$ cat src/rtl/mdio_mgmt_pkg.sv
package mdio_mgmt_pkg;
  localparam int FRAME_W   = 32;
  localparam int DATA_W    = 16;
  localparam int PRE_BITS  = 32;
  localparam int TOTAL_BITS = PRE_BITS + FRAME_W;
  localparam int IDX_W     = $clog2(TOTAL_BITS);
  localparam int FIELD_W   = 5;
  localparam int ADDR_W    = 3;
  // first bit index where a read frame releases the line (turnaround)
  localparam int RD_RELEASE = PRE_BITS + 14;
  // first bit index of returned data
  localparam int RD_DATA    = PRE_BITS + 16;

  localparam logic [ADDR_W-1:0] ADDR_FRAME  = 3'd0;
  localparam logic [ADDR_W-1:0] ADDR_CFG    = 3'd1;
  localparam logic [ADDR_W-1:0] ADDR_MASK   = 3'd2;
  localparam logic [ADDR_W-1:0] ADDR_STATUS = 3'd3;
  localparam logic [ADDR_W-1:0] ADDR_BBCLK  = 3'd4;
  localparam logic [ADDR_W-1:0] ADDR_BBDATA = 3'd5;
  localparam logic [ADDR_W-1:0] ADDR_BBOE   = 3'd6;

  typedef struct packed {
    logic             loadFrame;
    logic             loadPoll;
    logic             advance;
    logic             sample;
    logic             finish;
    logic             busy;
    logic             mdcHigh;
    logic [IDX_W-1:0] bitIdx;
  } mdioStrobes_t;
endpackage

$ cat src/rtl/mdio_mgmt_ctrl.sv
module mdio_mgmt_ctrl
  import mdio_mgmt_pkg::*;
#(
  parameter int HALF_DIV = 2
) (
  input  logic         clk,
  input  logic         rstN,
  input  logic         frameWrReq,
  input  logic         pollReq,
  input  logic         bbEn,
  output mdioStrobes_t strb
);
  localparam int BIT_CYC = 2 * HALF_DIV;
  localparam int PHW     = (BIT_CYC > 2) ? $clog2(BIT_CYC) : 1;
  localparam logic [IDX_W-1:0] LAST_IDX = IDX_W'(TOTAL_BITS - 1);

  typedef enum logic {ST_IDLE, ST_RUN} ctrlState_t;

  ctrlState_t       state;
  logic [PHW-1:0]   phase;
  logic [IDX_W-1:0] bitIdx;
  logic             startFrame, startPoll, lastPhase, samplePhase;

  assign startFrame  = (state == ST_IDLE) && frameWrReq && !bbEn;
  assign startPoll   = (state == ST_IDLE) && !startFrame && pollReq && !bbEn;
  assign lastPhase   = (phase == PHW'(BIT_CYC - 1));
  assign samplePhase = (phase == PHW'(HALF_DIV - 1));

  always_ff @(posedge clk) begin
    if (!rstN) begin
      state  <= ST_IDLE;
      phase  <= '0;
      bitIdx <= '0;
    end else if (state == ST_IDLE) begin
      phase  <= '0;
      bitIdx <= '0;
      if (startFrame || startPoll) state <= ST_RUN;
    end else if (lastPhase) begin
      phase <= '0;
      if (bitIdx == LAST_IDX) state <= ST_IDLE;
      else bitIdx <= bitIdx + 1'b1;
    end else begin
      phase <= phase + 1'b1;
    end
  end

  always_comb begin
    strb.loadFrame = startFrame;
    strb.loadPoll  = startPoll;
    strb.busy      = (state == ST_RUN);
    strb.advance   = strb.busy && lastPhase && (bitIdx != LAST_IDX);
    strb.finish    = strb.busy && lastPhase && (bitIdx == LAST_IDX);
    strb.sample    = strb.busy && samplePhase;
    strb.mdcHigh   = strb.busy && (phase >= PHW'(HALF_DIV));
    strb.bitIdx    = bitIdx;
  end

  AST_ADVANCE_STEP: assert property (@(posedge clk) disable iff (!rstN)
    strb.advance |=> (strb.bitIdx == $past(strb.bitIdx) + 1'b1));
  AST_FINISH_TO_IDLE: assert property (@(posedge clk) disable iff (!rstN)
    strb.finish |=> !strb.busy);
endmodule

$ cat src/rtl/mdio_mgmt_datapath.sv
module mdio_mgmt_datapath
  import mdio_mgmt_pkg::*;
(
  input  logic               clk,
  input  logic               rstN,
  input  mdioStrobes_t       strb,
  input  logic               regWr,
  input  logic               regRd,
  input  logic [ADDR_W-1:0]  regAddr,
  input  logic [FRAME_W-1:0] regWdata,
  output logic [FRAME_W-1:0] regRdata,
  input  logic               mdioIn0,
  input  logic               mdioIn1,
  output logic               mdc,
  output logic               mdioOut,
  output logic               mdioOe,
  output logic               irq,
  output logic               frameWrReq,
  output logic               pollReq,
  output logic               bbEn
);
  localparam int SHIFT_W = PRE_BITS + FRAME_W;

  logic [FRAME_W-1:0] frameReg;
  logic               phySel, pollEn, bbEnR;
  logic [FIELD_W-1:0] pollRegAd, pollPhyAd;
  logic [DATA_W-1:0]  maskReg, pollBasic, pollChanged, rxShift;
  logic               pollValid;
  logic               bbClk, bbData, bbOe;
  logic [SHIFT_W-1:0] txShift;
  logic               curRead, curPoll;
  logic               inSel, clearRd, pollDone, engOe;
  logic [FRAME_W-1:0] pollWord;

  assign frameWrReq = regWr && (regAddr == ADDR_FRAME);
  assign pollReq    = pollEn && !bbEnR;
  assign bbEn       = bbEnR;
  assign inSel      = phySel ? mdioIn1 : mdioIn0;
  assign clearRd    = regRd && (regAddr == ADDR_STATUS);
  assign pollDone   = strb.finish && curPoll;
  assign pollWord   = {2'b01, 2'b10, pollPhyAd, pollRegAd, 2'b10, {DATA_W{1'b0}}};

  // line release window of a read frame
  assign engOe = strb.busy && !(curRead && (strb.bitIdx >= IDX_W'(RD_RELEASE)));

  always_ff @(posedge clk) begin
    if (!rstN) begin
      txShift <= '0;
      curRead <= 1'b0;
      curPoll <= 1'b0;
      rxShift <= '0;
    end else begin
      if (strb.loadFrame) begin
        txShift <= {{PRE_BITS{1'b1}}, regWdata};
        curRead <= (regWdata[29:28] == 2'b10);
        curPoll <= 1'b0;
      end else if (strb.loadPoll) begin
        txShift <= {{PRE_BITS{1'b1}}, pollWord};
        curRead <= 1'b1;
        curPoll <= 1'b1;
      end else if (strb.advance) begin
        txShift <= {txShift[SHIFT_W-2:0], 1'b0};
      end
      if (strb.sample && curRead && (strb.bitIdx >= IDX_W'(RD_DATA)))
        rxShift <= {rxShift[DATA_W-2:0], inSel};
    end
  end

  always_ff @(posedge clk) begin
    if (!rstN) begin
      frameReg <= '0;
    end else if (strb.loadFrame) begin
      frameReg <= regWdata;
    end else if (strb.finish && !curPoll) begin
      frameReg[16] <= 1'b1;
      if (curRead) frameReg[DATA_W-1:0] <= rxShift;
    end
  end

  always_ff @(posedge clk) begin
    if (!rstN) begin
      phySel <= 1'b0; pollEn <= 1'b0; bbEnR <= 1'b0;
      pollRegAd <= '0; pollPhyAd <= '0;
      maskReg <= '1;
      bbClk <= 1'b0; bbData <= 1'b0; bbOe <= 1'b0;
    end else if (regWr) begin
      case (regAddr)
        ADDR_CFG: begin
          phySel    <= regWdata[0];
          pollEn    <= regWdata[1];
          bbEnR     <= regWdata[2];
          pollRegAd <= regWdata[7:3];
          pollPhyAd <= regWdata[14:10];
        end
        ADDR_MASK:   maskReg <= regWdata[DATA_W-1:0];
        ADDR_BBCLK:  bbClk   <= regWdata[0];
        ADDR_BBDATA: bbData  <= regWdata[0];
        ADDR_BBOE:   bbOe    <= regWdata[0];
        default: ;
      endcase
    end
  end

  always_ff @(posedge clk) begin
    if (!rstN) begin
      pollBasic   <= '0;
      pollChanged <= '0;
      pollValid   <= 1'b0;
    end else begin
      if (pollDone) begin
        pollBasic   <= rxShift;
        pollValid   <= 1'b1;
        pollChanged <= (clearRd ? '0 : pollChanged)
                     | (pollValid ? (pollBasic ^ rxShift) : '0);
      end else if (clearRd) begin
        pollChanged <= '0;
      end
      if (!pollEn) pollValid <= 1'b0;
    end
  end

  always_comb begin
    case (regAddr)
      ADDR_FRAME:  regRdata = frameReg;
      ADDR_CFG:    regRdata = {17'b0, pollPhyAd, mdioIn1, mdioIn0, pollRegAd,
                               bbEnR, pollEn, phySel};
      ADDR_MASK:   regRdata = {{(FRAME_W-DATA_W){1'b0}}, maskReg};
      ADDR_STATUS: regRdata = {pollBasic, pollChanged};
      ADDR_BBCLK:  regRdata = {{(FRAME_W-1){1'b0}}, bbClk};
      ADDR_BBDATA: regRdata = {{(FRAME_W-1){1'b0}}, bbData};
      ADDR_BBOE:   regRdata = {{(FRAME_W-1){1'b0}}, bbOe};
      default:     regRdata = '0;
    endcase
  end

  assign mdc     = bbEnR ? bbClk  : strb.mdcHigh;
  assign mdioOut = bbEnR ? bbData : (strb.busy && txShift[SHIFT_W-1]);
  assign mdioOe  = bbEnR ? bbOe   : engOe;
  assign irq     = |(pollChanged & ~maskReg);

  AST_BUSY_WRITE_IGNORED: assert property (@(posedge clk) disable iff (!rstN)
    (frameWrReq && strb.busy && !strb.finish) |=> $stable(frameReg));
  AST_DONE_FLAG: assert property (@(posedge clk) disable iff (!rstN)
    (strb.finish && !curPoll) |=> frameReg[16]);
  AST_CHANGED_HOLD: assert property (@(posedge clk) disable iff (!rstN)
    (!pollDone && !clearRd) |=> $stable(pollChanged));
  AST_CLEAR_ON_READ: assert property (@(posedge clk) disable iff (!rstN)
    (clearRd && !pollDone) |=> (pollChanged == '0));
  AST_BASIC_HOLD: assert property (@(posedge clk) disable iff (!rstN)
    !pollDone |=> $stable(pollBasic));
endmodule

$ cat src/rtl/mdio_mgmt_engine.sv
module mdio_mgmt_engine
  import mdio_mgmt_pkg::*;
#(
  parameter int HALF_DIV = 2
) (
  input  logic        clk,
  input  logic        rstN,
  input  logic        regWr,
  input  logic        regRd,
  input  logic [2:0]  regAddr,
  input  logic [31:0] regWdata,
  output logic [31:0] regRdata,
  input  logic        mdioIn0,
  input  logic        mdioIn1,
  output logic        mdc,
  output logic        mdioOut,
  output logic        mdioOe,
  output logic        irq
);
  mdioStrobes_t strb;
  logic frameWrReq, pollReq, bbEn;

  mdio_mgmt_ctrl #(.HALF_DIV(HALF_DIV)) uCtrl (
    .clk(clk), .rstN(rstN), .frameWrReq(frameWrReq), .pollReq(pollReq),
    .bbEn(bbEn), .strb(strb)
  );

  mdio_mgmt_datapath uData (
    .clk(clk), .rstN(rstN), .strb(strb), .regWr(regWr), .regRd(regRd),
    .regAddr(regAddr), .regWdata(regWdata), .regRdata(regRdata),
    .mdioIn0(mdioIn0), .mdioIn1(mdioIn1), .mdc(mdc), .mdioOut(mdioOut),
    .mdioOe(mdioOe), .irq(irq), .frameWrReq(frameWrReq), .pollReq(pollReq),
    .bbEn(bbEn)
  );
endmodule

$ cat config.mk
export PLATFORM = sky130hd
export DESIGN_NAME = mdio_mgmt_engine
export DESIGN_NICKNAME = d
export VERILOG_FILES = /design/src/rtl/mdio_mgmt_pkg.sv /design/src/rtl/mdio_mgmt_ctrl.sv /design/src/rtl/mdio_mgmt_datapath.sv /design/src/rtl/mdio_mgmt_engine.sv
export SDC_FILE = /design/constraint.sdc
export NUM_CORES = 1
export LEC_CHECK = 0
export ABC_CLOCK_PERIOD_IN_PS = 4500
export BUFFER_PORTS_ARGS = -buffer_cell sky130_fd_sc_hd__buf_4
export CAP_MARGIN = 20
export CORE_AREA = 2 2 122 124
export DETAILED_ROUTE_END_ITERATION = 16
export DIE_AREA = 0 0 124 126
export HOLD_SLACK_MARGIN = 0.05
export PLACE_DENSITY = 0.87
export SLEW_MARGIN = 15
export SYNTH_ARGS = -nofsm -noshare
export SYNTH_HDL_FRONTEND = slang
export SYNTH_HIERARCHICAL = 1
export SYNTH_SLANG_ARGS = --single-unit
$ cat constraint.sdc
create_clock -name clk -period 4.5 [get_ports clk]
set_input_delay 1.125 -clock clk [delete_from_list [all_inputs] [get_ports clk]]
set_output_delay 1.125 -clock clk [all_outputs]
set_load 0.005 [all_outputs]
==> results.sh <==
export IMPL_status="finished, final reports clean"
export IMPL_ant_nets=0
export IMPL_power_total_mw=3.47
export IMPL_synthTopCellsByCount="188 x dfxtp_1, 147 x nand2_1, 97 x a21oi_1"
export IMPL_vdd_drop_max_uv=283
export IMPL_yosysWarnings=6
export IMPL_syn_area_per_cell_um2=9.13
export IMPL_synth_top_cell_area_share=0.449
export IMPL_io_buffers=76
export IMPL_start_kind="input port"
export IMPL_die_h_um=126
export IMPL_syn_nets=964
export IMPL_finalCriticalPeriod_ps=3610
export IMPL_clock_sinks=188
export IMPL_vias=7115
export IMPL_cp_arrival_ps=2490
export IMPL_criticalPathCategory="in -> out"
export IMPL_tightest_slew_ps=955
export IMPL_max_freq_ghz=0.277
export IMPL_leakagePower_nw=3.48
export IMPL_numCtsBuffers=17
export IMPL_max_cap_violations=0
export IMPL_yosys_area_top_type="dfxtp_1"
export IMPL_grt_max_degree=90
export IMPL_hold_viol_final=0
export IMPL_final_setup_skew_ps=7.23
export IMPL_synthCells=919
export IMPL_path_clk_slew_ps=70
export IMPL_cts_setup_buffers=0
export IMPL_grt_pass1_vias=6534
export IMPL_insertion_delay_ps=430
export IMPL_grt_first_pass_wirelength_mm=34.8
export IMPL_gr_total_overflow=0
export IMPL_drc_errors=0
export IMPL_required_ps=3380
export IMPL_ys_flop_type="dfxtp_1"
export IMPL_via_per_inst=6.21
export IMPL_rows=44
export IMPL_clockRootBuffer="clkbuf_16"
export IMPL_syn_area_mm2=0.00839
export IMPL_final_nets=994
export IMPL_cts_resized=0
export IMPL_cp_max_fo=27
export IMPL_post_route_util=0.659
export IMPL_clockBufferDepth=2
export IMPL_slew_headroom=0.363
export IMPL_initial_core_util=0.586
export IMPL_synth_edf_count=0
export IMPL_yosysMostFrequentCell="dfxtp_1"
export IMPL_ios=77
export IMPL_tritoncts="done"
export IMPL_routed_wl_mm=22.6
export IMPL_finalCritPeriodShare=0.803
export IMPL_ys_async_sr_fraction=0
export IMPL_drt_iter0_drc=939
export IMPL_layout_setup_ws_ps=888
export IMPL_die_width_um=124
export IMPL_htree_levels=4
export IMPL_rsz0062_at_grt="no"
export IMPL_pwr_density_cell_mw_per_mm2=368
export IMPL_dpl_hpwl_mm=14.9
export IMPL_ys_seq_area_frac=0.449
export IMPL_setup_viol=0
export IMPL_worstHoldPathType="reg -> reg"
export IMPL_route_detailed_wl_per_inst_um=19.7
export IMPL_setup_tns_ps=0
export IMPL_slew_viol_final=0
export IMPL_areaGrowthSynthToFinish_pct=12.4
export IMPL_synth_seq_cells=188
export IMPL_synth_area_leaders="dfxtp_1 45%, nand2_1 6.6%, a21oi_1 5.8%, mux2i_1 5.6%, mux4_2 3.8%"
export IMPL_cp_end_kind="output port"
export IMPL_drive_above_1_share=0.158
export IMPL_core_area_mm2=0.0143
export IMPL_first_pass_iters=6
export IMPL_cts_hold_buf=0
export IMPL_place_congestion=0.979
export IMPL_post_place_ws_ps=854
export IMPL_die_area_mm2=0.0156
export IMPL_diodes=0
export IMPL_antenna_found_initial=1
export IMPL_yosysUniqueCellTypes=56
export IMPL_grtUsageTotal=0.293
## path summary, 6_finish.rpt
kind	end	cells past startpoint	slack (ps)	start
setup / recovery	regRdata[0]	4	890	regAddr[1]
setup reg to reg	uData/pollChanged[11]	7	1420	uCtrl/bitIdx[1]
hold reg to reg	uData/frameReg[22]	2	470	uData/frameReg[22]
hold / removal	uData/frameReg[22]	2	470	uData/frameReg[22]
## where the power goes
group / internal [mW] / total, mW / switching [mW]
clock: 0.835 / 1.48 / 0.648
combinational: 0.104 / 0.245 / 0.140
sequential: 1.71 / 1.74 / 0.0311
## metrics by stage
stage / hold WS [ps] / area, um2 / std cells
2_1_floorplan: 437 / 8390 / 919
3_3_place_gp: 448 / 8840 / 1114
3_5_place_dp: 460 / 8840 / 1114
4_1_cts: 470 / 9430 / 1146
5_1_grt: 499 / 9430 / 1146
6_report: 471 / 9430 / 1146
## cells in the final DEF (no fill, tap or decap), types with 17 or more instances in the layout
master / Yosys / routed
and3_1: 19 / 19
a22oi_1: 32 / 32
nand2b_1: 26 / 26
mux2i_1: 47 / 47
buf_4: 9 / 86
dfxtp_1: 188 / 188
a21oi_1: 97 / 97
nand3_1: 18 / 18
nor2_1: 56 / 56
nand2_1: 147 / 147
nor3_1: 22 / 22
clkbuf_16: 0 / 17
## worst max-delay path, cell delays in order
cell and delay [ps]:
buf_4 320, mux4_1 620, mux2_2 280, buf_4 130
## routing by layer
| layer | up-vias | wire (um) | GRT usage |
|---|---|---|---|
| met5 | - | 41 | 0 |
| met4 | 2 | 1110 | 0.149 |
| met3 | 79 | 2090 | 0.0716 |
| met2 | 364 | 10600 | 0.455 |
| met1 | 3352 | 8700 | 0.377 |
| li1 | 3318 | - | - |
## sequential cells by signal, indices dropped and copies added, names as in the netlist, 2 cells and up
signal             cells
uData/txShift         64
uData/frameReg        32
uData/maskReg         16
uData/pollBasic       16
uData/pollChanged     16
uData/rxShift         16
uCtrl/bitIdx           6
uData/pollPhyAd        5
uData/pollRegAd        5
uCtrl/phase            2
## final cells by class
class | instances | area [um2]
multi-input cells | 644 | 4160
flip-flops and latches | 188 | 3760
well taps | 184 | 230
clock buffers | 19 | 443
clock inverters | 13 | 143
repair buffers | 86 | 646
inverters | 12 | 46.3
fillers | 1109 | 4890
## cells by family (layout without fill, tap and decap cells)
| kind of cell | Yosys count | in the layout | share of synthesized area |
|---|---|---|---|
| fa+ha+maj | 4 | 4 | 0.00597 |
| flops | 188 | 188 | 0.449 |
| xor+xnor | 16 | 16 | 0.0167 |
| compound gates | 219 | 219 | 0.176 |
| mux | 64 | 64 | 0.0995 |
| simple gates | 341 | 341 | 0.195 |
| buf+inv | 87 | 130 | 0.0582 |
Note: power is estimated with default switching activity, not from simulation.
